<file path="src/rtl/redword_remap.sv">
module redword_remap #(
  parameter int AW     = 10,
  parameter int DW     = 16,
  parameter int NENT   = 4,
  parameter int RD_LAT = 1,
  localparam int IW    = (NENT > 1) ? $clog2(NENT) : 1
) (
  input  logic          clk,
  input  logic          rst_n,
  input  logic          usr_en,
  input  logic          usr_we,
  input  logic [AW-1:0] usr_addr,
  input  logic [DW-1:0] usr_wdata,
  output logic [DW-1:0] usr_rdata,
  output logic          mem_en,
  output logic          mem_we,
  output logic [AW-1:0] mem_addr,
  output logic [DW-1:0] mem_wdata,
  input  logic [DW-1:0] mem_rdata,
  input  logic          prog_en,
  input  logic [AW-1:0] prog_addr,
  output logic          prog_ovf
);

  logic [NENT-1:0] vld;
  logic [AW-1:0]   tag [NENT];
  logic [DW-1:0]   dat [NENT];

  logic [NENT-1:0] hit, dup;
  logic            any_hit, any_dup, have_free;
  logic [IW-1:0]   hit_idx, free_idx;
  logic [DW-1:0]   hit_dat;

  logic            rq_hit [RD_LAT];
  logic [DW-1:0]   rq_dat [RD_LAT];

  assign mem_en    = usr_en;
  assign mem_we    = usr_we;
  assign mem_addr  = usr_addr;
  assign mem_wdata = usr_wdata;

  always_comb begin
    for (int i = 0; i < NENT; i++) begin
      hit[i] = usr_en && vld[i] && (tag[i] == usr_addr);
      dup[i] = vld[i] && (tag[i] == prog_addr);
    end
  end

  assign any_hit = |hit;
  assign any_dup = |dup;

  always_comb begin
    hit_idx   = '0;
    hit_dat   = '0;
    free_idx  = '0;
    have_free = 1'b0;
    for (int i = NENT-1; i >= 0; i--) begin
      if (hit[i]) begin
        hit_idx = IW'(i);
        hit_dat = dat[i];
      end
      if (!vld[i]) begin
        free_idx  = IW'(i);
        have_free = 1'b1;
      end
    end
  end

  always_ff @(posedge clk) begin
    if (!rst_n) begin
      vld      <= '0;
      prog_ovf <= 1'b0;
      for (int i = 0; i < NENT; i++) begin
        tag[i] <= '0;
        dat[i] <= '0;
      end
    end else begin
      if (usr_en && usr_we && any_hit)
        dat[hit_idx] <= usr_wdata;
      if (prog_en && !any_dup) begin
        if (have_free) begin
          vld[free_idx] <= 1'b1;
          tag[free_idx] <= prog_addr;
          dat[free_idx] <= '0;
        end else begin
          prog_ovf <= 1'b1;
        end
      end
    end
  end

  always_ff @(posedge clk) begin
    if (!rst_n) begin
      for (int s = 0; s < RD_LAT; s++) begin
        rq_hit[s] <= 1'b0;
        rq_dat[s] <= '0;
      end
    end else begin
      rq_hit[0] <= usr_en && !usr_we && any_hit;
      rq_dat[0] <= hit_dat;
      for (int s = 1; s < RD_LAT; s++) begin
        rq_hit[s] <= rq_hit[s-1];
        rq_dat[s] <= rq_dat[s-1];
      end
    end
  end

  assign usr_rdata = rq_hit[RD_LAT-1] ? rq_dat[RD_LAT-1] : mem_rdata;

  logic [AW-1:0] chk_pa;
  logic [IW-1:0] chk_idx;
  logic          chk_seen;
  logic [DW-1:0] chk_dat;

  always_ff @(posedge clk) begin
    chk_pa  <= prog_addr;
    chk_idx <= hit_idx;
  end

  always_comb begin
    chk_seen = 1'b0;
    for (int i = 0; i < NENT; i++)
      if (vld[i] && tag[i] == chk_pa) chk_seen = 1'b1;
  end

  assign chk_dat = dat[chk_idx];

  p_prog_lands_r3: assert property (@(posedge clk) disable iff (!rst_n)
    prog_en |=> (chk_seen || prog_ovf));

  p_single_match_r4: assert property (@(posedge clk) disable iff (!rst_n)
    $onehot0(hit) && $onehot0(dup));

  p_wr_update_r6: assert property (@(posedge clk) disable iff (!rst_n)
    (usr_en && usr_we && any_hit) |=> (chk_dat == $past(usr_wdata)));

  p_no_overflow_r9: assert property (@(posedge clk) disable iff (!rst_n)
    $rose(prog_ovf) |-> (&vld));

  p_ovf_sticky_r9: assert property (@(posedge clk) disable iff (!rst_n)
    prog_ovf |=> prog_ovf);

endmodule

</file>
<file path="config.mk">
export PLATFORM = sky130hd
export DESIGN_NAME = redword_remap
export DESIGN_NICKNAME = d
export VERILOG_FILES = /design/src/rtl/redword_remap.sv
export SDC_FILE = /design/constraint.sdc
export NUM_CORES = 1
export LEC_CHECK = 0
export BUFFER_PORTS_ARGS = -buffer_cell sky130_fd_sc_hd__buf_2
export CAP_MARGIN = 40
export CORE_UTILIZATION = 50
export DETAILED_ROUTE_END_ITERATION = 16
export HOLD_SLACK_MARGIN = 0.02
export PLACE_DENSITY = 0.79
export SLEW_MARGIN = 0
export SYNTH_ARGS = -nofsm -noshare
export SYNTH_HDL_FRONTEND = slang
export SYNTH_SLANG_ARGS = --single-unit
export TNS_END_PERCENT = 30
</file>
<file path="constraint.sdc">
create_clock -name clk -period 6.2 [get_ports clk]
set_input_delay 0.31 -clock clk [delete_from_list [all_inputs] [get_ports clk]]
set_output_delay 0.31 -clock clk [all_outputs]
set_load 0.05 [all_outputs]
</file>
Word level (Yosys, flattened, before mapping)
Memory sizes are Yosys's and may differ from the RTL's.
Cells that the tools add are included.
- memories kept: 4
- input port bits: 57
- output and inout port bits: 45
- RAM bits: 121
- register bits after elaboration: 5
- reduce and logical (&&, ||, !) cells: 29
- bitwise gates (word level): 2
- equal/unequal tests: 8
- $lt $le $gt $ge: 2
- muxes and demuxes: 41
- memories (name ; depth ; width ; rd ports ; clocked after Yosys merged registers in ; write ports ; RTL line ; RTL):
    dat ; 4 ; 16 ; 4 ; 0 ; 4 ; 27 ; logic [DW-1:0] dat [NENT];
    tag ; 4 ; 10 ; 4 ; 0 ; 4 ; 26 ; logic [AW-1:0] tag [NENT];
    rq_dat ; 1 ; 16 ; 1 ; 0 ; 1 ; 35 ; logic [DW-1:0] rq_dat [RD_LAT];
    rq_hit ; 1 ; 1 ; 1 ; 0 ; 1 ; 34 ; logic rq_hit [RD_LAT];
- operators with widths (kind ; number):
    2-to-1 mux 16 bit ; 8
    equality test 10 bit ; 8
    OR reduction 16 bit ; 3
    2-to-1 mux 2 bit ; 11
    2-to-1 mux 1 bit ; 20
    logical AND 1 bit ; 18
    2-to-1 mux 10 bit ; 1
    OR reduction 10 bit ; 1
    OR reduction 4 bit ; 2
    bitwise OR 4 bit ; 1
    AND reduction 2 bit ; 2
    < comparator 2 x 3 -> 1 bit, second input constant ; 1
    demux 1 bit (select 2 bit) ; 1
    >= comparator 2 x 1 -> 1 bit, second input constant ; 1
    logical NOT 1 bit ; 2
    inverter 1 bit ; 1
    OR reduction 1 bit ; 1

Longest topological paths before layout
- depth after elaboration: 10
- mapped depth: 9
- mapped depth without buffers: 6

Worst setup path after synthesis
OpenSTA, ideal clock, no wires.
- path type: input-to-reg
- start: input port prog_addr[5]
- end: memory tag[3][0] (enable)
- path buffers: 2
- path slack: 3608 ps
- setup time: 393 ps
- arrival time: 2198 ps
- stages on the path: 8
- path through: buf_2 > xnor2_1 > nand4_1 > or3_1 > o311ai_4 > or2_1 > buf_2 > o31ai_1
- RTL lines (element ; RTL line ; RTL):
    start, declared ; 21 ; input logic [AW-1:0] prog_addr,
    end, declared ; 26 ;

==> flow_summary.yaml <==
layout:
  most_common_cell_after_layout_fill_and_taps_aside: "sky130_fd_sc_hd__nand2_1"
  regArea_um2: 2920
  area.growth.synth_to_final_pct: 12.9
  mostFrequentLayoutCells: "sky130_fd_sc_hd__nand2_1, sky130_fd_sc_hd__buf_2, sky130_fd_sc_hd__dfxtp_1"
  multi_input_area_um2: 3010
  final_cell_area_um2: 7260
  final_design_utilization_pct: 57.8
  layout.filler_cells: 1023
  fin_nets: 778
  n_antenna_cell: 0
  layout-drive-gt1-share_pct: 25.3
logic_synthesis:
  number_of_instances_in_the_synthesized_netlist: 673
  synth_cell_type_count: 42
  synth.net_count: 730
  ys_ff_latch: 126
  postSynthAreaPerCell_um2: 9.55
  total_of_warnings_raised_by_yosys: 0
  yosysSeqAreaShare_pct: 45.5
  synthesis.area_um2: 6430
placed_design:
  dpl.hpwl_um: 11800
  dpl-instance-area_um2: 6750
  finalWeightedCongestion: 0.999
  buffer_ports.inserted: 101
clock_network:
  cts.repair_timing.setup_buffer_count: 0
  cts_max_level: 4
  cts_buffers: 17
  postCtsHoldBufs: 0
  cts_tree: "built"
  clk_pin_slew_worst_paths_ns: 0.05
  clk_root_buffer_cell: "sky130_fd_sc_hd__clkbuf_16"
  cts_num_sinks: 126
  clkLatencyLatePin_ns: 0.41
  postCtsResizedCells: 0
  ctsLongestPathBuffers: 2
timing:
  skew_ns: 0.00775
  achievable-frequency_ghz: 0.298
  post_route_setup_tns_ns: 0
  timing.max_slew.rel_slack_pct: 37.4
  grt_setup_unrepaired: "no"
  count_of_final_setup_violators: 0
  final_min_period_over_clock_period_pct: 54.1
  final_slew_viol_count: 0
  timing.hold.ws_ns: 0.136
  worst_pin_slew_ns: 0.938
  hold_violations: 0
  post-route-min-period_ns: 3.35
floorplanning:
  start_util_pct: 51.2
  fp.coreArea_um2: 12600
  die_area_um2: 13300
  num_io_pins: 102
  die_x_um: 115
  chipHeight_um: 115
  floorplan.rows: 41
setup_path:
  worst-endpoint-arrival_ns: 3.63
  timing.reg2reg.worst_path_depth: 6
  worst_setup_path_end_kind: "register"
  startpoint_type: "register"
  critPathKind: "reg2reg"
  cp_data_required_time_ns: 6.47
  critical_path_peak_fanout: 19
pwr:
  share_comb_of_total_power_pct: 11.0
  clkPwrFrac_pct: 43.7
  switching_share_pct: 26.7
  internal_power_mw: 1.44
  power_frac_seq_pct: 45.4
  worst_vdd_rail_ir_drop_uv: 182
  static-leakage-power_nw: 2.66
  p_per_area_nw_per_um2: 270
  total_switching_power_mw: 0.524
drt:
  post_route_ant_nets: 0
  dr_total_vias: 5408
  vias_per_cell: 5.97
  drtIter0Drc: 488
  remaining_drc_errors: 0
  route.final.wire_length_um: 17500
  wl_per_cell_um: 19.4
  dr.pass1.iters: 7
global_routing:
  groute.layer.met2.usage_pct: 41.7
  globalRoute.busiestLayer: "met2"
  antenna_found_initial: 0
  grt.total_usage_pct: 27.0
  grtUsageMet3_pct: 5.64
  grt_util_met1_pct: 37.1
  grt_pass1_vias: 5193
  grt_pass1_wl_um: 27000
  grt_start_max_net_pins: 71
  gr-total-overflow: 0
flow_run:
  cap_viol_max_count: 0
status:
  outcome: "finished clean"
worst_hold_path:
  worstHoldPathType: "in2reg"
  min_path_cells: 2
[power groups by stage]
stage	combinational, mW	sequential, mW	clock [mW]
2_1_floorplan	0.159	0.899	0
3_3_place_gp	0.208	0.906	0
3_5_place_dp	0.212	0.906	0
4_1_cts	0.214	0.889	0.854
5_1_grt	0.228	0.891	0.892
6_report	0.215	0.890	0.857
[per-layer routing]
metal  wire length [um]  part of all wire (%)
met5                  0                     0
met1               7330                    42
met4                425                   2.4
met3               1550                   8.8
met2               8240                    47
[worst paths after layout]
kind	from	end	slack [ns]
worst min register to register	dat[1][2]$_SDFFE_PP0P_	dat[1][2]$_SDFFE_PP0P_	0.45
worst max register to register	tag[0][7]$_SDFFCE_PN0P_	dat[0][3]$_SDFFE_PP0P_	2.85
worst max-delay path	tag[0][7]$_SDFFCE_PN0P_	dat[0][3]$_SDFFE_PP0P_	2.85
worst min-delay path	usr_we	rq_hit[0]$_DFF_P_	0.14
[metrics by stage]
| stage | power [mW] | instances | worst slack, ns |
|---|---|---|---|
| after floorplan | 1.06 | 673 | 3.61 |
| after global placement | 1.11 | 872 | 2.95 |
| after detailed placement | 1.12 | 874 | 2.97 |
| after global routing | 2.01 | 906 | 2.79 |
| final | 1.96 | 906 | 2.85 |
| after CTS | 1.96 | 906 | 3.00 |
[area by class of cell]
type	count	area share (%)
clock buffer	19	5.96
clock inverter	13	1.03
sequential	126	40.3
timing repair buffer	111	8.10
inverter	3	0.155
tap	172	2.97
multi-input combinational	462	41.5
[cell usage after synthesis]
cell type | count | area, um^2
sky130_fd_sc_hd__nand2_1 | 102 | 383
sky130_fd_sc_hd__dfxtp_1 | 86 | 1720
sky130_fd_sc_hd__nand3_1 | 55 | 275
sky130_fd_sc_hd__xor2_1 | 48 | 420
sky130_fd_sc_hd__edfxtp_1 | 40 | 1200
sky130_fd_sc_hd__buf_4 | 35 | 263
sky130_fd_sc_hd__xnor2_1 | 32 | 280
sky130_fd_sc_hd__a21oi_1 | 29 | 145
sky130_fd_sc_hd__nor3_1 | 25 | 125
sky130_fd_sc_hd__buf_2 | 24 | 120
sky130_fd_sc_hd__a21oi_2 | 20 | 175
sky130_fd_sc_hd__and2_1 | 20 | 125
sky130_fd_sc_hd__o21ai_0 | 18 | 90.1
sky130_fd_sc_hd__a211oi_1 | 16 | 120
sky130_fd_sc_hd__a221oi_1 | 16 | 140
sky130_fd_sc_hd__mux2_2 | 16 | 180
sky130_fd_sc_hd__o2bb2ai_1 | 16 | 140
sky130_fd_sc_hd__clkbuf_1 | 15 | 56.3
sky130_fd_sc_hd__nor4_1 | 11 | 68.8
sky130_fd_sc_hd__nand4_1 | 8 | 50.1
sky130_fd_sc_hd__buf_6 | 5 | 56.3
sky130_fd_sc_hd__and3_1 | 3 | 18.8
sky130_fd_sc_hd__buf_1 | 3 | 11.3
sky130_fd_sc_hd__inv_1 | 3 | 11.3
sky130_fd_sc_hd__nor2_1 | 3 | 11.3
sky130_fd_sc_hd__or3_1 | 3 | 18.8
sky130_fd_sc_hd__a21o_1 | 2 | 15.0
sky130_fd_sc_hd__nand4_2 | 2 | 25.0
sky130_fd_sc_hd__nor3_2 | 2 | 20.0
sky130_fd_sc_hd__nor3_4 | 2 | 32.5
sky130_fd_sc_hd__o31ai_1 | 2 | 15.0
sky130_fd_sc_hd__and3b_1 | 1 | 8.76
sky130_fd_sc_hd__and4_1 | 1 | 8.76
sky130_fd_sc_hd__nand2b_1 | 1 | 6.26
sky130_fd_sc_hd__nand4b_1 | 1 | 8.76
sky130_fd_sc_hd__nor2_2 | 1 | 6.26
sky130_fd_sc_hd__nor4_2 | 1 | 12.5
sky130_fd_sc_hd__o21ai_1 | 1 | 5.00
sky130_fd_sc_hd__o22ai_2 | 1 | 12.5
sky130_fd_sc_hd__o311ai_4 | 1 | 26.3
sky130_fd_sc_hd__o31ai_2 | 1 | 12.5
sky130_fd_sc_hd__or2_1 | 1 | 6.26
[worst max-delay path: stages (launching register included)]
cell and delay, ns:
sky130_fd_sc_hd__edfxtp_1 0.44, sky130_fd_sc_hd__xor2_1 0.18, sky130_fd_sc_hd__nor4_1 0.57, sky130_fd_sc_hd__and3_1 0.88, sky130_fd_sc_hd__nand2_1 0.74, sky130_fd_sc_hd__nand3_1 0.30
sky130_fd_sc_hd__a21oi_1 0.10
[registers in the layout (all words and copies together), names as in the netlist]
name and cells:
prog_ovf 1, rq_dat 16, tag 40, dat 64
rq_hit 1, vld 4
[logic make-up (layout without fill, tap and decap cells)]
kind of cell              Yosys count  in the layout  synth area share (%)
buffers and inverters              85            146                  8.06
xor gates and xnor gates           80             80                  10.9
muxes                              16             16                  2.80
DFF                               126            126                  45.5
AOI/OAI and AO/OA                 123            123                  14.0
and+or+nand+nor                   243            243                  18.8
(Power assumes the default switching activity.)
